$ cat config.mk
export PLATFORM = sky130hd
export DESIGN_NAME = spi_cmd_port
export DESIGN_NICKNAME = d
export VERILOG_FILES = /design/src/rtl/spi_cmd_port.sv
export SDC_FILE = /design/constraint.sdc
export NUM_CORES = 1
export LEC_CHECK = 0
export BUFFER_PORTS_ARGS = -buffer_cell sky130_fd_sc_hd__clkbuf_2
export CAP_MARGIN = 20
export CORE_AREA = 4 4 93 117
export DETAILED_ROUTE_END_ITERATION = 8
export DIE_AREA = 0 0 97 121
export PLACE_DENSITY_LB_ADDON = 0.3
export REMOVE_ABC_BUFFERS = 1
export SLEW_MARGIN = 20
export SYNTH_ARGS = -nofsm -noshare
export SYNTH_HDL_FRONTEND = slang
export SYNTH_SLANG_ARGS = --single-unit
$ cat constraint.sdc
create_clock -name clk -period 3.6 [get_ports clk]
set_clock_uncertainty 0.15 [all_clocks]
set_input_delay 0.72 -clock clk [delete_from_list [all_inputs] [get_ports clk]]
set_output_delay 0.72 -clock clk [all_outputs]
set_load 0.03 [all_outputs]
$ cat src/rtl/spi_cmd_port.sv
module spi_cmd_port #(
  parameter int ADDR_W = 11,
  parameter int CFG_W = 12,
  parameter logic [CFG_W-1:0] CFG_RST = 12'h440,
  parameter logic [7:0] DEV_ID = 8'h5D
) (
  input  logic              clk,
  input  logic              rst_n,
  input  logic              sclk,
  input  logic              ss_n,
  input  logic              mosi,
  output logic              miso,
  output logic              miso_oe,
  output logic              int_n,
  output logic              eng_req,
  output logic [7:0]        eng_op,
  output logic [ADDR_W-1:0] eng_start,
  output logic [ADDR_W-1:0] eng_end,
  input  logic              eng_busy,
  input  logic              eng_done,
  input  logic [ADDR_W-1:0] play_ptr,
  input  logic [ADDR_W-1:0] rec_ptr,
  output logic [CFG_W-1:0]  cfg,
  input  logic              ft_pin_n,
  output logic              ft_on
);

  logic       sclk_q, ss_q;
  logic [2:0] bit_cnt, byte_cnt;
  logic [6:0] rx;
  logic [7:0] op, b1, b2, b3, b4, tx;
  logic [CFG_W-1:0] nv;
  logic       powered, int_pend;

  function automatic logic [3:0] frame_len(input logic [7:0] o);
    case (o)
      8'h45, 8'h65:                      return 4'd3;
      8'h05, 8'h44, 8'h06, 8'h08, 8'h09: return 4'd4;
      8'h80, 8'h81, 8'h82:               return 4'd6;
      default:                           return 4'd2;
    endcase
  endfunction

  function automatic logic to_engine(input logic [7:0] o);
    case (o)
      8'h02, 8'h03, 8'h40, 8'h41, 8'h42, 8'h43,
      8'h48, 8'h49, 8'h80, 8'h81, 8'h82: return 1'b1;
      default:                           return 1'b0;
    endcase
  endfunction

  wire rise  = ~ss_n & sclk & ~sclk_q;
  wire fall  = ~ss_n & ~sclk & sclk_q;
  wire start = ~ss_n & ss_q;
  wire [7:0] lb = {rx, mosi};
  wire byte_end = rise && (bit_cnt == 3'd7);
  wire exec = byte_end && (({1'b0, byte_cnt} + 4'd1) == frame_len(op));
  wire direct = (op == 8'h80) || (op == 8'h81) || (op == 8'h82);

  wire [7:0] status = {4'b0000, ft_on, eng_busy, powered, int_pend};

  logic [15:0] resp;
  always_comb begin
    case (op)
      8'h05:   resp = {8'h00, status};
      8'h44:   resp = 16'(cfg);
      8'h06:   resp = 16'(play_ptr);
      8'h08:   resp = 16'(rec_ptr);
      8'h09:   resp = {8'h00, DEV_ID};
      default: resp = 16'h0000;
    endcase
  end

  logic [7:0] next_tx;
  always_comb begin
    case (byte_cnt)
      3'd1:    next_tx = status;
      3'd2:    next_tx = resp[7:0];
      3'd3:    next_tx = resp[15:8];
      default: next_tx = 8'h00;
    endcase
  end

  wire set_int = eng_done ||
                 (exec && (op == 8'h01 || op == 8'h07 || op == 8'h45 ||
                           op == 8'h65 || op == 8'h46 || op == 8'h47));
  wire clr_int = exec && (op == 8'h04);

  assign miso    = tx[7];
  assign miso_oe = ~ss_n;
  assign int_n   = ~int_pend;
  assign ft_on   = powered ? ~cfg[6] : ~ft_pin_n;

  always_ff @(posedge clk or negedge rst_n) begin
    if (!rst_n) begin
      sclk_q    <= 1'b0;
      ss_q      <= 1'b1;
      bit_cnt   <= '0;
      byte_cnt  <= '0;
      rx        <= '0;
      op        <= '0;
      b1        <= '0;
      b2        <= '0;
      b3        <= '0;
      b4        <= '0;
      tx        <= '0;
      cfg       <= CFG_RST;
      nv        <= CFG_RST;
      powered   <= 1'b0;
      int_pend  <= 1'b0;
      eng_req   <= 1'b0;
      eng_op    <= '0;
      eng_start <= '0;
      eng_end   <= '0;
    end else begin
      sclk_q  <= sclk;
      ss_q    <= ss_n;
      eng_req <= 1'b0;
      int_pend <= (int_pend & ~clr_int) | set_int;

      if (ss_n) begin
        bit_cnt  <= '0;
        byte_cnt <= '0;
      end else if (start) begin
        bit_cnt  <= '0;
        byte_cnt <= '0;
        tx       <= status;
      end else begin
        if (rise) begin
          rx      <= lb[6:0];
          bit_cnt <= bit_cnt + 3'd1;
          if (bit_cnt == 3'd7) begin
            if (byte_cnt != 3'd7) byte_cnt <= byte_cnt + 3'd1;
            case (byte_cnt)
              3'd0: op <= lb;
              3'd1: b1 <= lb;
              3'd2: b2 <= lb;
              3'd3: b3 <= lb;
              3'd4: b4 <= lb;
              default: ;
            endcase
          end
        end
        if (fall) begin
          if (bit_cnt == 3'd0 && byte_cnt != 3'd0) tx <= next_tx;
          else if (bit_cnt != 3'd0)                tx <= {tx[6:0], 1'b0};
        end
      end

      if (exec) begin
        case (op)
          8'h01:        powered <= 1'b1;
          8'h07:        powered <= 1'b0;
          8'h45, 8'h65: cfg <= CFG_W'({lb, b1});
          8'h46:        nv <= cfg;
          8'h47:        cfg <= nv;
          default: ;
        endcase
        if (to_engine(op) && powered) begin
          eng_req   <= 1'b1;
          eng_op    <= op;
          eng_start <= direct ? ADDR_W'({b3, b2}) : '0;
          eng_end   <= direct ? ADDR_W'({lb, b4}) : '0;
        end
      end
    end
  end

endmodule

==> qor.txt <==
Cells after synthesis - 449
Largest family of logic cells by synthesized area - multiplexers
Per-cell routed wire length - 20.37 um
Crit path DAT - 2.89 ns
All-Layer GR Usage - 24.26%
Top cells by area, synth - dfrtp_1 (49%), mux2_2 (11%), mux2_1 (5.8%), a22o_1 (3.4%), dfstp_2 (2.3%)
Reg area - 0.002884 mm^2
Crit Reg-Reg Endpoint - nv[5]
Slew Viols, Final - 0
Wirelength, routed - 13610 um
Vias in the first global route - 4197
Synth Area in Compound Gates - 15.04%
Tcrit/Tclk final - 76.94%
Synthesized area - 0.005600 mm^2
Global-route wire length before repair - 22500 um
Setup Buffers After CTS - 0
Hold Buf Count CTS - 0
Reg2Reg Setup Slack - 0.83 ns
GRT overflow - 0
Crit Path Class - reg -> reg
Critical Path RT - 3.72 ns
Clock sinks - 115
Worst VDD drop - 0.0003954 V
Initial antenna violation count - 0
# IOs - 77
Slew margin rel. - 36.63%
Number of flops mapped to enable cells by yosys - 0
HP Class - in -> async
Worst slew pin tran - 0.9374 ns
Resized cells post-CTS - 0
Clk buf depth - 2
Most frequent cells in the layout - dfrtp_1 (110), clkbuf_2 (75), mux2_2 (54)
Clk_lat worst skew - 0.40 ns
Post-layout min period - 2.770 ns
Crit path from - op[3]
Design Area, Final - 0.006676 mm^2
Critical Path Start Type - register
Area of the multi-input gates - 0.002556 mm^2
Antenna cells - 0
Main synth FF type - dfrtp_1
Mux contribution to synthesized area - 17.23%
Fin Setup TNS - 0 ns
Core ar. - 0.009901 mm^2
Reg2reg path depth - 7
Number of remaining DRC errors - 0
Synth Area in XOR/XNOR - 0.7819%
Syn_area_per_cell - 12.47 um^2
Synth area leader - dfrtp_1
CTS Root Cell - clkbuf_16
Die width - 97 um
Post-synthesis sequential area ratio - 51.50%
Worst-path clk slew - 0.05 ns
Synth top area share - 49.15%
Status - complete, no violations
Die height - 121 um
Unrepaired setup endpoints after global routing - no
FMAX - 361.0 MHz
CTS Buf Count - 17
Power Density - 465.1 mW/mm^2
Yosys reg bits - 115
Commonest non-fill, non-tap cell in the layout - dfrtp_1
Syn-to-layout area delta - 19.21%
Worst Setup End Kind - register
Final Hold Fails - 0
Adder-Cell Fraction of Synth Area - 2.011%
DP HPWL - 9464 um
Initial core utilization - 56.57%
Final nets - 567
Antenna Violating Nets Remaining - 0
I/O Buffers - 76
Fillers - 749
Synth unique cells - 69
Layout cells sized above 1 - 35.81%
Via count - 4063
1st-iter DRT viols - 245
Largest net degree at the start of global routing - 66
Post-synth ARST share - 100.0%
Ys Warns - 0
Rows - 41
H-tree depth - 4
LEAKAGE - 3.301 nW
DR pass1 iterations - 5
Post-synthesis simple-gate area fraction - 10.59%
Final setup violation count - 0
Max-Cap Viols - 0
Die area - 0.01174 mm^2
Routability congestion estimate - 0.9032
Placed cell area - 0.006110 mm^2
CTS tree - yes
Vias per cell - 6.082
CP max FO - 15
Reg-to-Reg Start - op[3]
Capture point of the worst path - nv[5]
[final cells by class]
type	instances	area share (%)
clock buffers	20	6.840
clock inverters	10	1.649
inverters	12	0.6747
multi-input cells	297	38.29
flip-flops and latches	115	43.20
well taps	129	2.418
repair buffers	85	6.934
[stage by stage]
| stage | std cells | setup WS (ns) | hold WS [ns] | power, W | utilization (%) |
|---|---|---|---|---|---|
| 5_1_grt | 668 | 0.6852 | 0.2282 | 0.003205 | 67.43 |
| 6_report | 668 | 0.8302 | 0.1933 | 0.003105 | 67.43 |
| 2_1_floorplan | 424 | 0.5309 | 0.2744 | 0.001426 | - |
| 4_1_cts | 668 | 0.8441 | 0.2143 | 0.003130 | 67.43 |
| 3_3_place_gp | 638 | 0.8811 | 0.3116 | 0.001510 | 61.71 |
| 3_5_place_dp | 638 | 0.8768 | 0.3206 | 0.001517 | 61.71 |
[power by group]
part | switching, W | internal [W]
clock network | 0.000573 | 0.00104
registers | 0.0000593 | 0.00132
logic | 0.0000570 | 0.0000511
total | 0.000689 | 0.00242
[worst max-delay path, cell delays in order (launching register included)]
cell	delay [ns]
dfrtp_1	0.61
nor3b_2	0.24
buf_4	0.21
a2bb2oi_2	0.14
o31a_4	0.39
nor4_4	0.28
buf_4	0.26
mux2_1	0.36
[flip-flops by register name, indices dropped and copies added (netlist names), 3 cells and up]
signal and count:
bit_cnt 3, tx 8, eng_start 11, op 8
rx 7, eng_end 11, b4 8, b1 8
nv 12, eng_op 8, byte_cnt 3, b2 8
cfg 12, b3 3
[logic make-up after synthesis]
kind of cell               Yosys count
AOI/OAI and AO/OA                  104
xor gates and xnor gates             5
adders and majority gates            9
buffers and inverters               37
DFF                                115
muxes                               86
and+or+nand+nor                     93
[how the worst min path moves through the flow]
stage	slack, ns	end	start	depth (start not counted)
6_report	0.19	eng_start[9]	rst_n	1
5_1_grt	0.23	eng_start[9]	rst_n	1
4_1_cts	0.21	eng_start[9]	rst_n	1
3_5_place_dp	0.32	eng_op[5]	eng_op[5]	1
3_3_place_gp	0.31	nv[5]	nv[5]	1
2_1_floorplan	0.27	b1[0]	rst_n	0
[cell usage after synthesis (4+ instances only)]
master and count:
or3_1 4, and2_1 5, buf_2 5, nor2b_1 7, mux2_1 29, ha_1 9
nand3_1 5, nor3_1 5, clkbuf_1 14, dfrtp_1 110, buf_4 4, nor2_1 16
nor4bb_1 4, mux2_2 54, o22ai_1 4, a21oi_1 13, dfstp_2 5, o21ai_0 16
inv_1 11, a221oi_1 6, nand2b_1 5, a22o_1 22, nand2_1 17, a22oi_1 10
[per-layer routing]
metal  routed length (um)  share of wire, %  global-route usage, %
met1                 5800                43                  31.50
met2                 6884                51                  40.20
met3                  754               5.5                  5.980
met4                  167               1.2                  7.814
met5                    0                 0                      0
Note: power is estimated with default switching activity, not from simulation.
